<file path="src/rtl/spi_regmaster_pkg.sv">
package spi_regmaster_pkg;

  localparam int unsigned REG_W  = 32;
  localparam int unsigned ADDR_W = 3;

  typedef enum logic [ADDR_W-1:0] {
    RA_MODE  = 3'd0,
    RA_EVENT = 3'd1,
    RA_MASK  = 3'd2,
    RA_CMD   = 3'd3,
    RA_TXD   = 3'd4,
    RA_RXD   = 3'd5
  } reg_addr_e;

  // mode register bit positions (LSB = bit 0)
  localparam int unsigned MB_LOOP  = 30;
  localparam int unsigned MB_CINV  = 29;
  localparam int unsigned MB_CPHA  = 28;
  localparam int unsigned MB_DIV16 = 27;
  localparam int unsigned MB_MSBF  = 26;
  localparam int unsigned MB_MSTR  = 25;
  localparam int unsigned MB_EN    = 24;
  localparam int unsigned MF_LEN   = 20;
  localparam int unsigned MF_PM    = 16;

  // event / mask bit positions
  localparam int unsigned EB_RXNE = 9;
  localparam int unsigned EB_TXNF = 8;

endpackage

</file>
<file path="src/rtl/spi_rm_regs.sv">
module spi_rm_regs
  import spi_regmaster_pkg::*;
#(
  parameter int unsigned LEN_W  = 4,
  parameter int unsigned PM_W   = 4,
  localparam int unsigned CHAR_W = 2 ** LEN_W
) (
  input  logic              clk,
  input  logic              rst_n,
  input  logic              wr_en,
  input  logic [ADDR_W-1:0] addr,
  input  logic [REG_W-1:0]  wdata,
  input  logic              char_done,
  input  logic [CHAR_W-1:0] rx_word,
  output logic [REG_W-1:0]  mode_q,
  output logic [1:0]        ev_q,
  output logic [1:0]        mask_q,
  output logic [REG_W-1:0]  rdata,
  output logic              irq
);

  localparam logic [REG_W-1:0] MODE_WMASK =
    (REG_W'(1) << (MB_LOOP + 1)) - (REG_W'(1) << MF_PM);
  localparam logic [REG_W-1:0] RATE_MASK =
    (REG_W'(1) << MB_DIV16) | (((REG_W'(1) << PM_W) - REG_W'(1)) << MF_PM);

  logic [REG_W-1:0] mode_nx;
  logic [REG_W-1:0] cmd_q, cmd_nx;
  logic [1:0]       ev_nx, mask_nx, w1c;
  logic             mode_ce, ev_ce, mask_ce, cmd_ce;

  // next-state
  always_comb begin
    mode_ce = wr_en && (addr == RA_MODE);
    mask_ce = wr_en && (addr == RA_MASK);
    cmd_ce  = wr_en && (addr == RA_CMD);
    w1c     = (wr_en && (addr == RA_EVENT)) ? {wdata[EB_RXNE], wdata[EB_TXNF]} : 2'b00;
    ev_ce   = char_done || (w1c != 2'b00);

    mode_nx = wdata & MODE_WMASK;
    if (mode_q[MB_EN]) begin
      // rate fields are frozen while enabled
      mode_nx = (mode_nx & ~RATE_MASK) | (mode_q & RATE_MASK);
    end

    ev_nx   = (ev_q & ~w1c) | {char_done, char_done};
    mask_nx = {wdata[EB_RXNE], wdata[EB_TXNF]};
    cmd_nx  = wdata;
  end

  // registers
  always_ff @(posedge clk or negedge rst_n) begin
    if (!rst_n) begin
      mode_q <= '0;
      ev_q   <= '0;
      mask_q <= '0;
      cmd_q  <= '0;
    end else begin
      if (mode_ce) mode_q <= mode_nx;
      if (ev_ce)   ev_q   <= ev_nx;
      if (mask_ce) mask_q <= mask_nx;
      if (cmd_ce)  cmd_q  <= cmd_nx;
    end
  end

  // read mux
  always_comb begin
    rdata = '0;
    case (addr)
      RA_MODE:  rdata = mode_q;
      RA_EVENT: begin
        rdata[EB_RXNE] = ev_q[1];
        rdata[EB_TXNF] = ev_q[0];
      end
      RA_MASK: begin
        rdata[EB_RXNE] = mask_q[1];
        rdata[EB_TXNF] = mask_q[0];
      end
      RA_CMD:   rdata = cmd_q;
      RA_RXD:   rdata = REG_W'(rx_word);
      default:  rdata = '0;
    endcase
  end

  assign irq = |(ev_q & mask_q);

endmodule

</file>
<file path="src/rtl/spi_rm_clkdiv.sv">
module spi_rm_clkdiv #(
  parameter int unsigned PM_W     = 4,
  parameter int unsigned PRESCALE = 16,
  localparam int unsigned CNT_W   = $clog2(PRESCALE * 2 * (2 ** PM_W))
) (
  input  logic            clk,
  input  logic            rst_n,
  input  logic            run,
  input  logic            div16,
  input  logic [PM_W-1:0] pm,
  output logic            tick
);

  logic [CNT_W-1:0] cnt_q, cnt_nx, half_m1;
  int               half_i;

  always_comb begin
    half_i  = (div16 ? int'(PRESCALE) : 1) * 2 * (int'(pm) + 1) - 1;
    half_m1 = CNT_W'(half_i);
    tick    = run && (cnt_q == half_m1);
    cnt_nx  = (!run || tick) ? '0 : cnt_q + CNT_W'(1);
  end

  always_ff @(posedge clk or negedge rst_n) begin
    if (!rst_n) cnt_q <= '0;
    else        cnt_q <= cnt_nx;
  end

endmodule

</file>
<file path="src/rtl/spi_rm_shift.sv">
module spi_rm_shift #(
  parameter int unsigned LEN_W  = 4,
  localparam int unsigned CHAR_W = 2 ** LEN_W,
  localparam int unsigned EDGE_W = LEN_W + 1
) (
  input  logic              clk,
  input  logic              rst_n,
  input  logic              start,
  input  logic [CHAR_W-1:0] tx_in,
  input  logic [LEN_W-1:0]  len,
  input  logic              en,
  input  logic              cinv,
  input  logic              cpha,
  input  logic              msbf,
  input  logic              loop,
  input  logic              tick,
  input  logic              miso,
  output logic              busy,
  output logic              sclk,
  output logic              mosi,
  output logic              done,
  output logic [CHAR_W-1:0] rx_word
);

  logic              busy_q, busy_nx;
  logic              tog_q, tog_nx;
  logic [EDGE_W-1:0] edge_q, edge_nx;
  logic [LEN_W-1:0]  bit_q, bit_nx;
  logic [CHAR_W-1:0] tx_q, acc_q, acc_nx, rx_q;
  logic [LEN_W-1:0]  len_q, idx;
  logic              msbf_q, cpha_q;
  logic              rx_in, last, step, smp, adv, acc_ce;

  always_comb begin
    idx    = msbf_q ? (len_q - bit_q) : bit_q;
    mosi   = tx_q[idx];
    rx_in  = loop ? mosi : miso;
    last   = (edge_q == {len_q, 1'b1});
    step   = busy_q && en && tick;
    smp    = step && (edge_q[0] == cpha_q);
    adv    = step && (edge_q[0] != cpha_q) && (edge_q != '0) && !last;
    done   = step && last;

    acc_nx = acc_q;
    if (smp) acc_nx[idx] = rx_in;
    if (start) acc_nx = '0;
    acc_ce = start || smp;

    busy_nx = busy_q;
    tog_nx  = tog_q;
    edge_nx = edge_q;
    bit_nx  = bit_q;
    if (start) begin
      busy_nx = 1'b1;
      tog_nx  = 1'b0;
      edge_nx = '0;
      bit_nx  = '0;
    end else if (busy_q && !en) begin
      busy_nx = 1'b0;
      tog_nx  = 1'b0;
    end else if (step) begin
      tog_nx  = ~tog_q;
      edge_nx = edge_q + EDGE_W'(1);
      if (adv)  bit_nx  = bit_q + LEN_W'(1);
      if (last) busy_nx = 1'b0;
    end
  end

  always_ff @(posedge clk or negedge rst_n) begin
    if (!rst_n) begin
      busy_q <= 1'b0;
      tog_q  <= 1'b0;
      edge_q <= '0;
      bit_q  <= '0;
      tx_q   <= '0;
      acc_q  <= '0;
      rx_q   <= '0;
      len_q  <= '0;
      msbf_q <= 1'b0;
      cpha_q <= 1'b0;
    end else begin
      busy_q <= busy_nx;
      tog_q  <= tog_nx;
      edge_q <= edge_nx;
      bit_q  <= bit_nx;
      if (start) begin
        tx_q   <= tx_in;
        len_q  <= len;
        msbf_q <= msbf;
        cpha_q <= cpha;
      end
      if (acc_ce) acc_q <= acc_nx;
      if (done)   rx_q  <= acc_nx;
    end
  end

  assign busy    = busy_q;
  assign sclk    = cinv ^ tog_q;
  assign rx_word = rx_q;

endmodule

</file>
<file path="src/rtl/spi_regmaster.sv">
module spi_regmaster
  import spi_regmaster_pkg::*;
#(
  parameter int unsigned LEN_W    = 4,
  parameter int unsigned PM_W     = 4,
  parameter int unsigned PRESCALE = 16
) (
  input  logic        clk,
  input  logic        rst_n,
  input  logic        bus_wr,
  input  logic [2:0]  bus_addr,
  input  logic [31:0] bus_wdata,
  output logic [31:0] bus_rdata,
  output logic        sclk,
  output logic        mosi,
  input  logic        miso,
  output logic        irq
);

  localparam int unsigned CHAR_W = 2 ** LEN_W;

  logic [REG_W-1:0]  mode_q;
  logic [1:0]        ev_q, mask_q;
  logic [CHAR_W-1:0] rx_word;
  logic              xfer_busy, char_done, tick, tx_go;
  logic              mode_unused;

  assign tx_go = bus_wr && (bus_addr == RA_TXD) && !xfer_busy &&
                 mode_q[MB_EN] && mode_q[MB_MSTR];

  assign mode_unused = ^{mode_q[REG_W-1], mode_q[MF_PM-1:0]};

  spi_rm_regs #(.LEN_W(LEN_W), .PM_W(PM_W)) u_regs (
    .clk       (clk),
    .rst_n     (rst_n),
    .wr_en     (bus_wr),
    .addr      (bus_addr),
    .wdata     (bus_wdata),
    .char_done (char_done),
    .rx_word   (rx_word),
    .mode_q    (mode_q),
    .ev_q      (ev_q),
    .mask_q    (mask_q),
    .rdata     (bus_rdata),
    .irq       (irq)
  );

  spi_rm_clkdiv #(.PM_W(PM_W), .PRESCALE(PRESCALE)) u_div (
    .clk   (clk),
    .rst_n (rst_n),
    .run   (xfer_busy && mode_q[MB_EN]),
    .div16 (mode_q[MB_DIV16]),
    .pm    (mode_q[MF_PM +: PM_W]),
    .tick  (tick)
  );

  spi_rm_shift #(.LEN_W(LEN_W)) u_shift (
    .clk     (clk),
    .rst_n   (rst_n),
    .start   (tx_go),
    .tx_in   (bus_wdata[CHAR_W-1:0]),
    .len     (mode_q[MF_LEN +: LEN_W]),
    .en      (mode_q[MB_EN]),
    .cinv    (mode_q[MB_CINV]),
    .cpha    (mode_q[MB_CPHA]),
    .msbf    (mode_q[MB_MSBF]),
    .loop    (mode_q[MB_LOOP]),
    .tick    (tick),
    .miso    (miso),
    .busy    (xfer_busy),
    .sclk    (sclk),
    .mosi    (mosi),
    .done    (char_done),
    .rx_word (rx_word)
  );

endmodule

</file>
<file path="config.mk">
export PLATFORM = sky130hd
export DESIGN_NAME = spi_regmaster
export DESIGN_NICKNAME = d
export VERILOG_FILES = /design/src/rtl/spi_regmaster_pkg.sv /design/src/rtl/spi_rm_regs.sv /design/src/rtl/spi_rm_clkdiv.sv /design/src/rtl/spi_rm_shift.sv /design/src/rtl/spi_regmaster.sv
export SDC_FILE = /design/constraint.sdc
export NUM_CORES = 1
export LEC_CHECK = 0
export ABC_AREA = 0
export BUFFER_PORTS_ARGS = -buffer_cell sky130_fd_sc_hd__buf_2
export CORE_ASPECT_RATIO = 1.25
export CORE_MARGIN = 1
export CORE_UTILIZATION = 45
export CTS_CLUSTER_DIAMETER = 100
export DETAILED_ROUTE_END_ITERATION = 10
export GPL_ROUTABILITY_DRIVEN = 0
export MAX_ROUTING_LAYER = met4
export PLACE_DENSITY = 0.76
export SETUP_SLACK_MARGIN = 0.2
export SYNTH_ARGS = -nofsm -noshare
export SYNTH_HDL_FRONTEND = slang
export SYNTH_SLANG_ARGS = --single-unit
</file>
<file path="constraint.sdc">
create_clock -name clk -period 10.1 [get_ports clk]
set_input_delay 0 -clock clk [delete_from_list [all_inputs] [get_ports clk]]
set_output_delay 0 -clock clk [all_outputs]
set_load 0.03 [all_outputs]
</file>
==> results by group, run 1 <==
STA
  • Hold Vio Cnt, Final: 0
  • Tightest Pin Transition: 1.16 ns
  • Part of the cycle the worst path needs: 42.2%
  • Pins Over Slew Limit: 0
  • Final Skew: roughly 0.0088 ns
  • Final Setup Violations: 0
  • Fmax: between 0.2 and 0.25 GHz
  • RSZ-0062 raised after global routing: no
  • Final setup TNS: 0 ns
  • Min Tclk post-route: 4.26 ns
  • Max-slew headroom: 22.8%

Status
  • Status: finished, final reports clean

Critical path
  • CP Data Arrival Time: 4.54 ns
  • Worst setup endpoint: u_shift.rx_word[1]
  • R2R setup slack: a little under 6 ns
  • Stages on worst setup path: 12
  • Top delay family on crit path: compound AO/OA/AOI/OAI gates
  • Worst r2r src: u_regs.mode_q[16]
  • Critical path endpoint category: flop
  • Buf+Inv Stages, Crit Path: 0
  • CP max stage cell: o21a_1
  • CP max FO: 19
  • Worst path max stage delay: approximately 0.97 ns
  • Crit path top cell by count: ha_1
  • Critical path class: flop to flop
  • Worst-case reg-to-reg path depth: 12
  • WP data required: 10.38 ns
  • Reg-to-reg endpoint: u_shift.rx_word[1]
  • Worst-path cell chain: ha_1 -> xnor2_2 -> nor2b_1 -> ha_1 -> xnor2_1 -> o211a_1 -> a2111oi_0 -> o311ai_0 -> o21a_1 -> nor3_2 -> mux2i_1 -> o21ai_1
  • Crit path from: u_regs.mode_q[16]
  • Crit path launch type: flop

Power
  • Leak pwr: 3.56 nW
  • Psw: 0.000566 W
  • Seq pwr share: between 30% and 40%
  • Pwr dens: around 220 mW/mm²
  • Worst vdd ir: 0.000137 V
  • Clock share of power: between 30 and 40%
  • Net Sw Frac: 33.0%
  • Internal power: 0.00115 W
  • Combinational share of power: a little over a quarter

Global routing
  • Global-route wire length before repair: 24600 µm
  • Maximum number of pins on one net before global-route repair: 78
  • Gr usage total: 22.4%
  • Grt ovf: 0
  • Initial antenna violation count: 0
  • Vias in the first global route: 4923

Flow run
  • Max cap viols: 0

Logic synthesis
  • Sequential element share of the synthesized area: between 40% and 50%
  • Synth warnings: 0
  • Async set or reset register ratio after synthesis: 100%
  • Post-synth EDFFs: 0
  • Yosys reg bits: roughly 130
  • Synth Flop Type: dfrtp_1
  • Syn Inst Count: 566
  • Synthesized area: around 0.0065 mm²
  • Synth unique cells: 61
  • Syn_area_per_cell: 11.5 µm²
  • Syn_nets: 617

Clocking
  • Clock Latency Late Sink: approximately 0.41 ns
  • CTS tree: built
  • Hold-fix buffer count after cts: 33
  • H-tree lvl count: 4
  • Setup Fix Bufs, Post-CTS: 0
  • # resized after CTS: 0
  • CTS max path bufs: 2
  • Reg clk slew, reported paths: ~0.060 ns
  • Root Buffer: clkbuf_16
  • Clock sink total: 125
  • TritonCTS buffer count: 17

Min path
  • Hold Crit Class: input port to flop

Final layout
  • Layout Nets: slightly above 700
  • Antenna cell count: 0
  • Design area: 0.00794 mm²
  • Share of cells above drive strength 1: 32.1%
  • Syn-to-layout area delta: 22.2%
  • Fillers: about 1100

Die
  • Die height: 136 µm
  • Rows: 48
  • Core area: 0.0139 mm²
  • Io pins: 74
  • Effective utilization at floorplan: a little under half
  • Die area: approximately 0.015 mm²
  • Die width: 109 µm

Drt
  • DRT iter0 DRCs: 347
  • Via count: 4756
  • Antenna Nets Post-Route: 0
  • WL/cell: 17.5 µm
  • Router iterations before antenna repair: 4
  • Vias per Instance: 5.58
  • Routed wire length: 14900 µm
  • DR DRC count: 0

Placed design
  • Placement-stage cell area: ~0.007 mm²
  • DP Wirelength: 10100 µm
  • Port Buffers: 73
## cell families (layout without fill, tap and decap cells)
logic type                 after synthesis  after routing  synth area share, %
AOI/OAI and AO/OA                       82             82                 9.65
other                                    1              1               0.0577
muxes                                   98             98                 17.4
xor gates and xnor gates                31             31                 4.51
adders and majority gates               12             12                 2.43
and+or+nand+nor                        172            172                 14.9
DFF                                    125            125                 48.2
buffers and inverters                   45            156                 2.89
## worst min path at each step
| stage | depth (start not counted) | to | startpoint | slack, ns |
|---|---|---|---|---|
| 2_1_floorplan | 0 | u_div.cnt_q[0] | rst_n | -0.30 |
| 3_3_place_gp | 1 | u_shift.acc_q[6] | rst_n | 0.21 |
| 3_5_place_dp | 1 | u_shift.rx_word[6] | rst_n | 0.23 |
| 4_1_cts | 5 | u_regs.ev_q[0] | bus_wr | 0.05 |
| 5_1_grt | 5 | u_regs.ev_q[0] | bus_wr | 0.10 |
| 6_report | 5 | u_regs.ev_q[0] | bus_wr | 0.07 |
## Yosys cell counts (4+ instances only)
cell	instances	share of area (%)
dfrtp_1	125	48
mux2_2	69	12
nand2_1	50	2.9
nor2_1	43	2.5
a22o_1	30	4.0
mux2i_1	24	3.7
clkbuf_1	23	1.3
nand3_1	22	1.7
xnor2_1	18	2.4
o21ai_1	17	1.3
ha_1	11	2.1
inv_1	11	0.64
xor2_1	11	1.5
o21ai_0	9	0.69
nor3_2	8	1.2
nor4_2	8	1.5
buf_1	6	0.35
and2_1	5	0.48
mux4_2	5	1.7
nand2b_1	5	0.48
a21oi_1	4	0.31
nor2b_1	4	0.39
nor4b_1	4	0.54
## power groups by stage
stage	logic, W	clock network, W	registers [W]
final	0.000459	0.000610	0.000646
after global routing	0.000501	0.000641	0.000655
after CTS	0.000460	0.000617	0.000644
after detailed placement	0.000446	0	0.000652
after global placement	0.000433	0	0.000648
after floorplan	0.000369	0	0.000618
## metal layers
| layer | GRT usage (%) | routed length [µm] | vias to the layer above |
|---|---|---|---|
| li1 | - | - | 2222 |
| met1 | 26.8 | 6110 | 2381 |
| met2 | 37.4 | 7790 | 134 |
| met3 | 3.88 | 743 | 19 |
| met4 | 9.11 | 229 | 0 |
| met5 | - | 0 | - |
## registers in the layout, summed over array words and instances, names as in the netlist, 2 cells and up
register	cells
u_regs.cmd_q	32
u_shift.acc_q	16
u_shift.rx_word	16
u_shift.tx_q	16
u_regs.mode_q	15
u_div.cnt_q	9
u_shift.edge_q	5
u_shift.bit_q	4
u_shift.len_q	4
u_regs.ev_q	2
u_regs.mask_q	2
## cell usage in the layout (no fill, tap or decap), types with 4 or more instances in the layout
master	synthesis	final
dfrtp_1	125	125
nand2b_1	5	5
dlygate4sd3_1	0	33
clkbuf_16	0	17
nor4b_1	4	4
nor3_2	8	9
buf_4	0	8
xnor2_1	18	18
nand3_1	22	22
buf_2	3	72
nor4_2	8	8
inv_1	11	11
xor2_1	11	11
mux2i_1	24	24
nor2_1	43	43
a21oi_1	4	4
ha_1	11	11
mux4_2	5	5
inv_6	0	4
o21ai_0	9	9
mux2_2	69	69
a22o_1	30	30
nor2b_1	4	4
o21ai_1	17	17
and2_1	5	5
nand2_1	50	50
## through the flow
step	util [%]	worst slack, ns	instances	hold WS [ns]	power, W
detailed placement	50.3	5.96	787	0.226	0.00110
CTS	57.0	5.85	852	0.0522	0.00172
global placement	50.3	6.06	787	0.208	0.00108
floorplan	-	6.43	566	-0.296	0.000987
global route	57.0	5.52	852	0.102	0.00180
finish	57.0	5.84	852	0.0672	0.00171
## worst reg2reg max path, stage by stage, from the launching register on
cell and delay (ns):
dfrtp_1 0.45, ha_1 0.28, xnor2_2 0.38, nor2b_1 0.10
ha_1 0.37, xnor2_1 0.32, o211a_1 0.20, a2111oi_0 0.06
o311ai_0 0.42, o21a_1 0.97, nor3_2 0.16, mux2i_1 0.31
o21ai_1 0.11
## area by class of cell
| class | instances | area, µm² | area share (%) |
|---|---|---|---|
| Sequential cell | 125 | 3130 | 39.4 |
| Timing Repair Buffer | 113 | 751 | 9.45 |
| Multi-Input combinational cell | 396 | 3210 | 40.4 |
| Clock inverter | 14 | 158 | 1.99 |
| Clock buffer | 18 | 439 | 5.53 |
| Tap cell | 175 | 219 | 2.76 |
| Inverter | 11 | 41.3 | 0.520 |
Note: power is estimated with default switching activity, not from simulation.
==> run 2, diff against run 1 <==
==> constraint.sdc (replaced) <==
create_clock -name clk -period 4.2 [get_ports clk]
set_input_delay 0 -clock clk [delete_from_list [all_inputs] [get_ports clk]]
set_output_delay 0 -clock clk [all_outputs]
set_load 0.03 [all_outputs]
==> results by group, run 2 (same netlist as run 1, synthesis figures left out) <==
Power
  • Internal power: 0.00276 W
  • Net Sw Frac: between 30% and 40%
  • Leak pwr: approximately 3.6 nW
  • Combinational share of power: 28.3%
  • Pwr dens: 518 mW/mm²
  • Worst vdd ir: between 0.0003 and 0.0004 V
  • Psw: 0.00137 W
  • Seq pwr share: 37.5%
  • Clock share of power: 34.2%

Clocking
  • Root Buffer: clkbuf_16
  • H-tree lvl count: 4
  • Reg clk slew, reported paths: ~0.060 ns
  • CTS max path bufs: 2
  • Clock Latency Late Sink: 0.42 ns
  • Clock sink total: 125
  • TritonCTS buffer count: 17
  • CTS tree: built

Drt
  • DR DRC count: 0
  • Antenna Nets Post-Route: 0
  • WL/cell: 18.1 µm
  • Router iterations before antenna repair: 5
  • Vias per Instance: 5.59
  • Routed wire length: 15500 µm
  • DRT iter0 DRCs: 298
  • Via count: 4786

STA
  • Max-slew headroom: 47.3%
  • Tightest Pin Transition: 0.789 ns
  • Fmax: 0.268 GHz
  • Final Setup Violations: 0
  • Final setup TNS: 0 ns
  • Hold Vio Cnt, Final: 0
  • Part of the cycle the worst path needs: between 80% and 90%
  • Min Tclk post-route: 3.73 ns
  • Final Skew: just under 0.008 ns
  • Pins Over Slew Limit: 0
  • RSZ-0062 raised after global routing: no

Global routing
  • Initial antenna violation count: 0
  • Global-route wire length before repair: 25600 µm
  • Vias in the first global route: 5126
  • Gr usage total: roughly a quarter
  • Maximum number of pins on one net before global-route repair: 54
  • Grt ovf: 0

Placed design
  • DP Wirelength: 10100 µm
  • Placed Cells: between 700 and 800
  • Port Buffers: 73

Final layout
  • Commonest non-fill, non-tap cells in the layout: dfrtp_1 (125), buf_2 (72), mux2_2 (69), nand2_1 (50), nor2_1 (43)
  • Fin cells: 856
  • Final core utilization: 57.2%
  • Reg with most FFs: u_regs.cmd_q
  • Antenna cell count: 0
  • Number of flip-flops under the largest register name: 32
  • Share of cells above drive strength 1: between 30% and 40%
  • Syn-to-layout area delta: 22.7%
  • Leading cell type in the layout, fill and taps excluded: dfrtp_1
  • Layout Nets: 720

Critical path
  • Top delay family on crit path: compound AO/OA/AOI/OAI gates
  • Worst path max stage delay: between 0.4 and 0.5 ns
  • CP max FO: 19
  • Critical path class: flop to flop
  • Crit path launch type: flop
  • CP Data Arrival Time: about 4 ns
  • Worst-path cell chain: ha_1 -> xnor2_4 -> nor2b_1 -> ha_1 -> xnor2_2 -> o21ai_0 -> a2111oi_0 -> o311ai_0 -> o21a_1 -> buf_4 -> nor4_2 -> mux2i_1 -> mux2i_1
  • CP max stage cell: dfrtp_1
  • Critical path endpoint category: flop
  • Buf+Inv Stages, Crit Path: 1
  • WP data required: 4.49 ns
  • R2R setup slack: between 0.4 and 0.5 ns

Die
  • Die area: roughly 0.015 mm²
  • Rows: 48
  • Die width: around 110 µm
  • Core area: 0.0139 mm²
  • Io pins: 74
  • Die height: ~140 µm
  • Effective utilization at floorplan: 46.6%

Flow run
  • Max cap viols: 0

Min path
  • Hold Crit Class: input port to flop

Status
  • Status: finished, final reports clean
[run 2: cell types whose count changed in the layout (fill, tap and decap cells not counted), sizes merged]
cell	change
clkbuf	+4
buf	+5
bufinv	-1
inv	-4
[run 2: worst register-to-register path, delay by kind of cell, from the launching register on]
kind	cells	cell delay [ns]
simple gates	2	0.44
mux	2	0.37
buf+inv	1	0.23
fa+ha+maj	2	0.71
compound gates	4	0.83
flops	1	0.46
xor+xnor	2	0.55
[run 2: what timing repair did]
item,CTS,global route
endpoints found under the setup margin,0,19
hold endpoints to repair,107,0
buffers inserted,0,0
hold buffers,33,0
gates resized for setup,0,2
[run 2: final timing paths]
path                                    start             endpoint  cells after the start
setup / recovery            u_regs.mode_q[16]  u_shift.rx_word[15]                     13
hold / removal                         bus_wr       u_regs.ev_q[0]                      5
setup reg to reg            u_regs.mode_q[16]  u_shift.rx_word[15]                     13
hold reg to reg            u_shift.rx_word[1]   u_shift.rx_word[1]                      2
max in group asynchronous               rst_n    u_regs.mode_q[19]                      3
min in group asynchronous               rst_n   u_shift.rx_word[6]                      2
[run 2: per-layer routing]
metal | part of all wire, % | track usage, % | up-vias
li1 | - | - | 2229
met1 | 40 | 26.2 | 2382
met2 | 52 | 39.1 | 141
met3 | 4.4 | 5.37 | 34
met4 | 2.9 | 10.6 | 0
met5 | 0 | - | -
[run 2: layout make-up]
type	count	area (µm²)
Clock buffer	22	484
Sequential cell	125	3130
Clock inverter	9	86.3
Fill cell	1102	5960
Timing Repair Buffer	118	788
Inverter	11	41.3
Tap cell	175	219
Multi-Input combinational cell	396	3220
[run 2: through the flow]
step | cell area (µm²) | hold WS (ns) | power (W) | setup WS [ns]
after floorplan | 6500 | -0.296 | 0.00237 | 0.529
after global placement | 7050 | 0.0140 | 0.00261 | 0.662
after detailed placement | 7050 | 0.0147 | 0.00267 | 0.432
after CTS | 7950 | 0.0537 | 0.00413 | 0.384
after global routing | 7970 | 0.0962 | 0.00432 | 0.254
final | 7970 | 0.0694 | 0.00413 | 0.471
[run 2: power groups by stage]
| stage | Combinational, W | Clock (W) | Sequential [W] |
|---|---|---|---|
| detailed placement | 0.00111 | 0 | 0.00156 |
| finish | 0.00117 | 0.00141 | 0.00155 |
| CTS | 0.00115 | 0.00143 | 0.00154 |
| global route | 0.00127 | 0.00148 | 0.00157 |
| floorplan | 0.000888 | 0 | 0.00149 |
| global placement | 0.00106 | 0 | 0.00155 |
